--- config.mk ---
export PLATFORM = sky130hd
export DESIGN_NAME = dacwr_seq
export DESIGN_NICKNAME = d
export VERILOG_FILES = /design/src/rtl/dacwr_pkg.sv /design/src/rtl/dacwr_timer.sv /design/src/rtl/dacwr_ctrl.sv /design/src/rtl/dacwr_outreg.sv /design/src/rtl/dacwr_seq.sv
export SDC_FILE = /design/constraint.sdc
export NUM_CORES = 1
export LEC_CHECK = 0
export CAP_MARGIN = 20
export CORE_ASPECT_RATIO = 1.2
export CORE_MARGIN = 2
export CORE_UTILIZATION = 35
export DETAILED_ROUTE_END_ITERATION = 6
export PLACE_DENSITY = 0.72
export SLEW_MARGIN = 40
export SYNTH_ARGS = -nofsm -noshare
export SYNTH_HDL_FRONTEND = slang
export SYNTH_SLANG_ARGS = --single-unit
--- constraint.sdc ---
create_clock -name clk -period 4.1 [get_ports clk]
set_clock_uncertainty 0.05 [all_clocks]
set_input_delay 0.41 -clock clk [delete_from_list [all_inputs] [get_ports clk]]
set_output_delay 0.41 -clock clk [all_outputs]
set_load 0.005 [all_outputs]
--- src/rtl/dacwr_pkg.sv ---
package dacwr_pkg;

  typedef enum logic [1:0] {
    SEQ_IDLE   = 2'd0,
    SEQ_SETUP  = 2'd1,
    SEQ_STROBE = 2'd2,
    SEQ_HOLD   = 2'd3
  } seq_state_e;

  localparam int NUM_CH = 2;
  localparam int CH_A   = 0;
  localparam int CH_B   = 1;

  // cycles needed to cover a minimum in ns, never below one
  function automatic int cycles_for(input int min_ns, input int period_ns);
    int c;
    c = (min_ns + period_ns - 1) / period_ns;
    if (c < 1) c = 1;
    return c;
  endfunction

endpackage

--- src/rtl/dacwr_timer.sv ---
module dacwr_timer #(
  parameter int CNT_W = 4
) (
  input  logic             clk,
  input  logic             rst_n,
  input  logic             load,
  input  logic [CNT_W-1:0] load_val,
  output logic             expired
);

  logic [CNT_W-1:0] cnt_q;
  logic [CNT_W-1:0] cnt_d;
  logic             cnt_en;

  always_comb begin
    cnt_d  = cnt_q;
    cnt_en = 1'b0;
    if (load) begin
      cnt_d  = load_val;
      cnt_en = 1'b1;
    end else if (cnt_q != '0) begin
      cnt_d  = cnt_q - 1'b1;
      cnt_en = 1'b1;
    end
  end

  always_ff @(posedge clk or negedge rst_n) begin
    if (!rst_n) begin
      cnt_q <= '0;
    end else if (cnt_en) begin
      cnt_q <= cnt_d;
    end
  end

  assign expired = (cnt_q == '0);

endmodule

--- src/rtl/dacwr_ctrl.sv ---
module dacwr_ctrl
  import dacwr_pkg::*;
#(
  parameter int CNT_W     = 4,
  parameter int SETUP_CYC = 8,
  parameter int PULSE_CYC = 8,
  parameter int HOLD_CYC  = 3
) (
  input  logic             clk,
  input  logic             rst_n,
  input  logic             req_fire,
  input  logic             tmr_expired,
  output seq_state_e       state_d,
  output logic             tmr_load,
  output logic [CNT_W-1:0] tmr_val
);

  localparam logic [CNT_W-1:0] SETUP_LD = CNT_W'(SETUP_CYC - 1);
  localparam logic [CNT_W-1:0] PULSE_LD = CNT_W'(PULSE_CYC - 1);
  localparam logic [CNT_W-1:0] HOLD_LD  = CNT_W'(HOLD_CYC - 1);

  seq_state_e state_q;

  always_comb begin
    state_d  = state_q;
    tmr_load = 1'b0;
    tmr_val  = '0;
    unique case (state_q)
      SEQ_IDLE: begin
        if (req_fire) begin
          state_d  = SEQ_SETUP;
          tmr_load = 1'b1;
          tmr_val  = SETUP_LD;
        end
      end
      SEQ_SETUP: begin
        if (tmr_expired) begin
          state_d  = SEQ_STROBE;
          tmr_load = 1'b1;
          tmr_val  = PULSE_LD;
        end
      end
      SEQ_STROBE: begin
        if (tmr_expired) begin
          state_d  = SEQ_HOLD;
          tmr_load = 1'b1;
          tmr_val  = HOLD_LD;
        end
      end
      SEQ_HOLD: begin
        if (tmr_expired) begin
          state_d = SEQ_IDLE;
        end
      end
      default: state_d = SEQ_IDLE;
    endcase
  end

  always_ff @(posedge clk or negedge rst_n) begin
    if (!rst_n) begin
      state_q <= SEQ_IDLE;
    end else begin
      state_q <= state_d;
    end
  end

endmodule

--- src/rtl/dacwr_outreg.sv ---
module dacwr_outreg
  import dacwr_pkg::*;
#(
  parameter int DATA_W = 12
) (
  input  logic                clk,
  input  logic                rst_n,
  input  seq_state_e          state_d,
  input  logic                capture,
  input  logic [DATA_W-1:0]   code_in,
  input  logic [NUM_CH-1:0]   mask_in,
  output logic [DATA_W-1:0]   bus_q,
  output logic [NUM_CH-1:0]   cs_n_q,
  output logic                wr_n_q,
  output logic                ready_q
);

  logic [NUM_CH-1:0] mask_q;
  logic [NUM_CH-1:0] mask_d;
  logic              sel_phase_d;

  // code and mask are only taken when a transfer is accepted
  always_ff @(posedge clk or negedge rst_n) begin
    if (!rst_n) begin
      bus_q  <= '0;
      mask_q <= '0;
    end else if (capture) begin
      bus_q  <= code_in;
      mask_q <= mask_in;
    end
  end

  assign mask_d      = capture ? mask_in : mask_q;
  assign sel_phase_d = (state_d == SEQ_SETUP) || (state_d == SEQ_STROBE);

  for (genvar ch = 0; ch < NUM_CH; ch++) begin : g_cs
    logic cs_n_d;
    assign cs_n_d = ~(sel_phase_d & mask_d[ch]);
    always_ff @(posedge clk or negedge rst_n) begin
      if (!rst_n) begin
        cs_n_q[ch] <= 1'b1;
      end else begin
        cs_n_q[ch] <= cs_n_d;
      end
    end
  end

  always_ff @(posedge clk or negedge rst_n) begin
    if (!rst_n) begin
      wr_n_q  <= 1'b1;
      ready_q <= 1'b1;
    end else begin
      wr_n_q  <= (state_d != SEQ_STROBE);
      ready_q <= (state_d == SEQ_IDLE);
    end
  end

endmodule

--- src/rtl/dacwr_seq.sv ---
module dacwr_seq
  import dacwr_pkg::*;
#(
  parameter int DATA_W          = 12,
  parameter int CLK_PERIOD_NS   = 10,
  parameter int T_DATA_SETUP_NS = 80,
  parameter int T_CS_SETUP_NS   = 80,
  parameter int T_PULSE_NS      = 80,
  parameter int T_DATA_HOLD_NS  = 25
) (
  input  logic              clk,
  input  logic              rst_n,
  input  logic              req_valid,
  output logic              req_ready,
  input  logic [DATA_W-1:0] req_code,
  input  logic [1:0]        req_mask,
  output logic [DATA_W-1:0] dac_data,
  output logic              dac_cs_a_n,
  output logic              dac_cs_b_n,
  output logic              dac_wr_n
);

  localparam int SETUP_NS  = (T_CS_SETUP_NS > T_DATA_SETUP_NS) ? T_CS_SETUP_NS : T_DATA_SETUP_NS;
  localparam int SETUP_CYC = cycles_for(SETUP_NS, CLK_PERIOD_NS);
  localparam int PULSE_CYC = cycles_for(T_PULSE_NS, CLK_PERIOD_NS);
  localparam int HOLD_CYC  = cycles_for(T_DATA_HOLD_NS, CLK_PERIOD_NS);
  localparam int MAX_CYC   = (SETUP_CYC > PULSE_CYC)
                             ? ((SETUP_CYC > HOLD_CYC) ? SETUP_CYC : HOLD_CYC)
                             : ((PULSE_CYC > HOLD_CYC) ? PULSE_CYC : HOLD_CYC);
  localparam int CNT_W     = $clog2(MAX_CYC + 1);

  seq_state_e        state_d;
  logic              req_fire;
  logic              tmr_load;
  logic [CNT_W-1:0]  tmr_val;
  logic              tmr_expired;
  logic [NUM_CH-1:0] cs_n;

  assign req_fire = req_valid && req_ready && (req_mask != 2'b00);

  dacwr_timer #(.CNT_W(CNT_W)) u_timer (
    .clk      (clk),
    .rst_n    (rst_n),
    .load     (tmr_load),
    .load_val (tmr_val),
    .expired  (tmr_expired)
  );

  dacwr_ctrl #(
    .CNT_W     (CNT_W),
    .SETUP_CYC (SETUP_CYC),
    .PULSE_CYC (PULSE_CYC),
    .HOLD_CYC  (HOLD_CYC)
  ) u_ctrl (
    .clk         (clk),
    .rst_n       (rst_n),
    .req_fire    (req_fire),
    .tmr_expired (tmr_expired),
    .state_d     (state_d),
    .tmr_load    (tmr_load),
    .tmr_val     (tmr_val)
  );

  dacwr_outreg #(.DATA_W(DATA_W)) u_outreg (
    .clk     (clk),
    .rst_n   (rst_n),
    .state_d (state_d),
    .capture (req_fire),
    .code_in (req_code),
    .mask_in (req_mask),
    .bus_q   (dac_data),
    .cs_n_q  (cs_n),
    .wr_n_q  (dac_wr_n),
    .ready_q (req_ready)
  );

  assign dac_cs_a_n = cs_n[CH_A];
  assign dac_cs_b_n = cs_n[CH_B];

endmodule

Word level (Yosys, flattened, before mapping)
Cells that the tools add are included.
{"block": "classes", "muxes": 17, "n_addsub": 1, "n_bitwise": 4, "eq_ne": 6, "reduce_logical": 11}
{"op": "$mux W2", "count": 6}
{"op": "$pmux W4 S3", "count": 1}
{"op": "$mux W4", "count": 2}
{"op": "$pmux W2 S4", "count": 1}
{"op": "$eq A2 B2 Y1 const B", "count": 3}
{"op": "$mux W3", "count": 2}
{"op": "$eq A2 B1 Y1 const B", "count": 2}
{"op": "$logic_not A2 Y1", "count": 2}
{"op": "$logic_not A4 Y1", "count": 1}
{"op": "$mux W1", "count": 4}
{"op": "$reduce_bool A2 Y1", "count": 2}
{"op": "$reduce_bool A4 Y1", "count": 1}
{"op": "$sub A4 B1 Y4 const B", "count": 1}
{"op": "$and A1 B1 Y1", "count": 2}
{"op": "$logic_and A1 B1 Y1", "count": 2}
{"op": "$ne A2 B2 Y1 const B", "count": 1}
{"op": "$not A1 Y1", "count": 2}
{"op": "$pmux W1 S2", "count": 1}
{"op": "$reduce_and A2 Y1", "count": 1}
{"op": "$reduce_or A2 Y1", "count": 1}
{"op": "$logic_or A1 B1 Y1", "count": 1}
{"block": "word_totals", "input_bits": 17, "output_inout_bits": 16, "ff_bits": 24, "wordCells": 47}

Longest topological paths before layout
{"block": "depth", "depth_word": 8, "mapped_depth": 8, "depth_no_buf": 8}

By module
A second synthesis with hierarchy kept.
{"block": "unflattened", "cells_unflattened": 92, "area_unflattened_um2": 1176.1}
{"mod": "dacwr_outreg", "cells_per_inst": 40, "instances": 1, "area_each_um2": 668.1, "seq_area_each_um2": 455.4}
{"mod": "dacwr_ctrl", "cells_per_inst": 29, "instances": 1, "area_each_um2": 264.0, "seq_area_each_um2": 50.0}
{"mod": "dacwr_timer", "cells_per_inst": 22, "instances": 1, "area_each_um2": 234.0, "seq_area_each_um2": 100.1}
{"mod": "dacwr_seq", "cells_per_inst": 1, "instances": 1, "area_each_um2": 10.0, "seq_area_each_um2": 0.0}

Worst setup path before layout
No wires, ideal clock.
{"block": "synth_timing", "path_type": "reg-to-reg", "from": "reg u_timer.cnt_q[0]", "to": "reg u_outreg.cs_n_q[0]", "path_stages_with_launch": 9, "path_buffers": 0, "t_arrival_ps": 1849, "path_slack_ps": 2122, "setup_ps": 80, "synth_period_minus_slack_ps": 1978, "required_ps": 3970, "path_cell_list": "dfrtp_1 > inv_1 > ha_1 > or3b_4 > a21oi_2 > a21oi_1 > o31a_1 > ha_1 > nand2b_1"}
{"block": "synth_via", "elab_chain_cells": 7, "elab_cells_between_ends": 10, "cone_classes": "eq/ne (2); mux (4); bitwise (2); reduce/logical (2)"}
{"element": "start, declared", "line": "dacwr_timer.sv:11", "source": "logic [CNT_W-1:0] cnt_q;"}
{"element": "start signal, assigned", "line": "dacwr_timer.sv:31", "source": "cnt_q <= cnt_d;"}
{"element": "$logic_not A4 Y1 (*)", "line": "dacwr_timer.sv:35", "source": "assign expired = (cnt_q == '0);"}
{"element": "$mux W2 (on tied branches)", "line": "dacwr_ctrl.sv:51, dacwr_ctrl.sv:44, dacwr_ctrl.sv:37"}
{"element": "$pmux W2 S4 (*)", "line": "dacwr_ctrl.sv:28", "source": "unique case (state_q)"}
{"element": "via state_d[1]", "line": "dacwr_seq.sv:32", "source": "seq_state_e state_d;"}
{"element": "$eq A2 B1 Y1 / $eq A2 B2 Y1 (equally long branches)", "line": "dacwr_outreg.sv:34", "source": "assign sel_phase_d = (state_d == SEQ_SETUP) || (state_d == SEQ_STROBE);"}
{"element": "$logic_or A1 B1 Y1 (*)", "line": "dacwr_outreg.sv:34"}
{"element": "$and A1 B1 Y1 (*)", "line": "dacwr_outreg.sv:38", "source": "assign cs_n_d = ~(sel_phase_d & mask_d[ch]);"}
{"element": "$not A1 Y1 (*)", "line": "dacwr_outreg.sv:38"}
{"element": "via u_outreg.g_cs[0].cs_n_d", "line": "dacwr_outreg.sv:37", "source": "logic cs_n_d;"}
{"element": "end signal, assigned by index", "line": "dacwr_outreg.sv:43", "source": "cs_n_q[ch] <= cs_n_d;"}
{"element": "end, declared", "line": "dacwr_outreg.sv:13", "source": "output logic [NUM_CH-1:0] cs_n_q,"}
Mark *: on every way through the listed nets, which the timed path passes. The rest lies on a longest branch.
A chain may end at the register's enable or synchronous reset.

Worst setup path in the final report
{"block": "layout_timing", "from": "in req_mask[0]", "to": "reg u_outreg.cs_n_q[1]"}
{"block": "layout_via", "elab_chain_cells": 8, "elab_cells_between_ends": 10, "cone_classes": "eq/ne (2); mux (3); bitwise (2); reduce/logical (3)"}
{"element": "start, declared", "line": "dacwr_seq.sv:16", "source": "input logic [1:0] req_mask,"}
{"element": "$reduce_bool A2 Y1 (*)", "line": "dacwr_seq.sv:39", "source": "assign req_fire = req_valid && req_ready && (req_mask != 2'b00);"}
{"element": "$logic_and A1 B1 Y1 (*)", "line": "dacwr_seq.sv:39"}
{"element": "$mux W2 (*)", "line": "dacwr_ctrl.sv:30", "source": "if (req_fire) begin"}
{"element": "$pmux W2 S4 (*)", "line": "dacwr_ctrl.sv:28"}
{"element": "via state_d[1]", "line": "dacwr_seq.sv:32"}
{"element": "$eq A2 B1 Y1 / $eq A2 B2 Y1 (equally long branches)", "line": "dacwr_outreg.sv:34"}
{"element": "$logic_or A1 B1 Y1 (*)", "line": "dacwr_outreg.sv:34"}
{"element": "$and A1 B1 Y1 (*)", "line": "dacwr_outreg.sv:38"}
{"element": "$not A1 Y1 (*)", "line": "dacwr_outreg.sv:38"}
{"element": "via u_outreg.g_cs[1].cs_n_d", "line": "dacwr_outreg.sv:37"}
Marks and branches as above.

==> impl_metrics.json <==
{
  "wl_per_cell_um": 12.9,
  "dr.pass1.iters": 5,
  "finalSetupTns_ps": 0,
  "cpPeakStageDelay_ps": 460,
  "end_kind": "register",
  "cp.required_ps": 4300,
  "cts_tree": "done",
  "drc": 0,
  "rsz0062_at_grt": "false",
  "synth_edf_count": 0,
  "max_freq_mhz": 412,
  "hold_path_class": "input pin to async pin",
  "regToRegEndpoint": "u_outreg.cs_n_q[1]",
  "finalSetupViolCount": 0,
  "clockBufferDepth": 2,
  "startpoint_type": "input pin",
  "power_density_nw_per_um2": 731,
  "synthFlopType": "dfrtp_1",
  "post_cts_resized": 0,
  "rr_startpoint": "u_outreg.ready_q",
  "tightest_slew_ps": 529,
  "io_pins": 33,
  "coreArea_um2": 3060,
  "place.port_buffers": 32,
  "finalNonFillerCells": 187,
  "area_delta_synth_final_pct": 35.0,
  "layout_min_cycle_time_ps": 2430,
  "drv_slew": 0,
  "drt-initial-drc-count": 20,
  "ys_top_cells_by_count": "40 x nand2_1, 20 x dfrtp_1, 8 x ha_1",
  "synthXorXnorAreaFrac_pct": 0.778,
  "yosys.area.top_type": "dfrtp_1",
  "die_w_um": 55.8,
  "synth_top_area_share_pct": 44.4,
  "place_inst": 182,
  "slew_headroom_pct": 64.7,
  "rows": 22,
  "vias": 958,
  "leakage_uw": 0.000712,
  "clk_pin_slew_ps": 120,
  "ctsHoldBuffers": 0,
  "r2r_slack_ps": 1890,
  "clk_latency_ps": 310,
  "critPathKind": "input pin to register",
  "slowest_stage": "clkdlybuf4s50_1",
  "dp_hpwl_mm": 1.86,
  "n_antenna_cell": 0,
  "synth-compound-area-share_pct": 10.6,
  "ys_ff_latch": 24,
  "gp_congestion": 0.790,
  "synthAdderAreaFrac_pct": 8.89,
  "peakVddDrop_mv": 0.362,
  "start_util_pct": 36.9,
  "worst_ep_arrival_time_ps": 2630,
  "root_buffer": "clkbuf_4",
  "grt_pass1_vias": 961,
  "htree_levels": 1,
  "synth_mux_area_share_pct": 0.889,
  "dieArea_um2": 3690,
  "numClockSinks": 24,
  "max_cap_violations": 0,
  "avgSynthCellArea_um2": 9.71,
  "grt_overflow": 0,
  "netlist_area_um2": 1130,
  "netlist_top_cells_area": "dfrtp_1 44%, nand2_1 13%, dfstp_2 9.3%",
  "yosysMostFrequentCell": "nand2_1",
  "synthArstFlopShare_pct": 100,
  "grt_pass1_wl_mm": 4.26,
  "crit_chain": "clkdlybuf4s50_1, o211ai_1, buf_2, inv_1, o21ai_0, o31a_1, ha_1, nand2b_1",
  "nets": 177,
  "grt_util_all_layers_pct": 14.7,
  "final_util_pct": 49.8,
  "synth_top_family_by_area": "simple AND/OR/NAND/NOR gates",
  "syn-instance-count": 116,
  "drive_gt1_share_pct": 9.27,
  "yosysWarnings": 0,
  "finalCritPeriodShare_pct": 59.2,
  "ys_seq_area_share_pct": 53.8,
  "hold_viol_final": 0,
  "path_max_fanout": 14,
  "viasPerCell": 5.12,
  "rr_worst_depth": 7,
  "synthesis.nets": 141,
  "synth.distinct_cells": 27,
  "ant_nets": 0,
  "cts_inserted_buffers": 3,
  "synth-simple-area-share_pct": 22.1,
  "outcome": "finished clean",
  "cts_setup_buffers": 0,
  "die_h_um": 66.1,
  "grt_start_max_net_pins": 25,
  "finalWirelength_mm": 2.42,
  "antenna_found_initial": 0
}
-- per-layer routing --
| metal | GRT usage (%) | part of all wire, % | vias up |
|---|---|---|---|
| met5 | 0 | 0 | - |
| li1 | - | - | 461 |
| met3 | 3.52 | 8.1 | 11 |
| met2 | 27.2 | 50 | 43 |
| met4 | 5.49 | 2.0 | 0 |
| met1 | 16.1 | 40 | 443 |
-- final cells by class --
type / instances / area (um^2)
fillers: 293 / 1540
flip-flops and latches: 24 / 606
multi-input cells: 83 / 487
repair buffers: 33 / 320
well taps: 36 / 45.0
clock buffers: 4 / 36.3
inverters: 7 / 26.3
-- sequential cells by signal (all words and copies together), names as in the netlist --
| register | cells |
|---|---|
| u_outreg.wr_n_q | 1 |
| u_outreg.mask_q | 2 |
| u_outreg.cs_n_q | 2 |
| u_ctrl.state_q | 2 |
| u_timer.cnt_q | 4 |
| u_outreg.bus_q | 12 |
| u_outreg.ready_q | 1 |
-- stage by stage --
stage | power, uW | hold WS (ps) | worst slack, ps | instance area, um^2
finish | 1110 | 9.31 | 1670 | 1520
floorplan | 741 | 64.4 | 2120 | 1130
detailed placement | 995 | 368 | 997 | 1480
global route | 1210 | 29.5 | 1510 | 1520
global placement | 971 | 405 | 1140 | 1480
CTS | 1120 | 13.2 | 1340 | 1520
-- worst max-delay path, delay by kind of cell --
family,cells,cell delay [ps]
simple gates,1,150
buf+inv,3,940
compound gates,3,890
fa+ha+maj,1,240
-- where the power goes --
group / switching (uW) / internal, uW / leakage, uW / total [uW]
logic: 254 / 300 / 0.000402 / 554
clock network: 66.2 / 54.2 / 0.0000210 / 120
registers: 73.3 / 364 / 0.000289 / 437
-- how the worst max path moves through the flow --
stage	slack (ps)	startpoint	end	cells past startpoint
2_1_floorplan	2120	u_timer.cnt_q[0]	u_outreg.cs_n_q[0]	8
3_3_place_gp	1140	req_mask[0]	u_outreg.cs_n_q[1]	7
3_5_place_dp	1000	req_mask[0]	u_outreg.cs_n_q[1]	7
4_1_cts	1340	req_mask[1]	u_outreg.cs_n_q[1]	7
5_1_grt	1510	req_mask[1]	u_outreg.cs_n_q[1]	8
6_report	1670	req_mask[0]	u_outreg.cs_n_q[1]	8
-- cell families (layout without fill, tap and decap cells) --
family / Yosys count / in the layout
AOI/OAI and AO/OA: 18 / 18
adders and majority gates: 8 / 8
DFF: 24 / 24
muxes: 1 / 1
buffers and inverters: 9 / 44
xor gates and xnor gates: 1 / 1
and+or+nand+nor: 55 / 55
-- cell usage in the layout (no fill, tap or decap), drive strengths merged, types with 2 or more instances in the layout --
master,netlist,layout
a21oi,5,5
buf,0,2
clkbuf,2,4
clkdlybuf4s50,0,31
dfrtp,20,20
dfstp,4,4
ha,8,8
inv,7,7
nand2,40,40
nand2b,2,2
nand3,3,3
nor2,3,3
nor3b,2,2
o211ai,2,2
o21ai,5,5
or3,2,2
No activity file was read; power rests on OpenSTA's default activity.
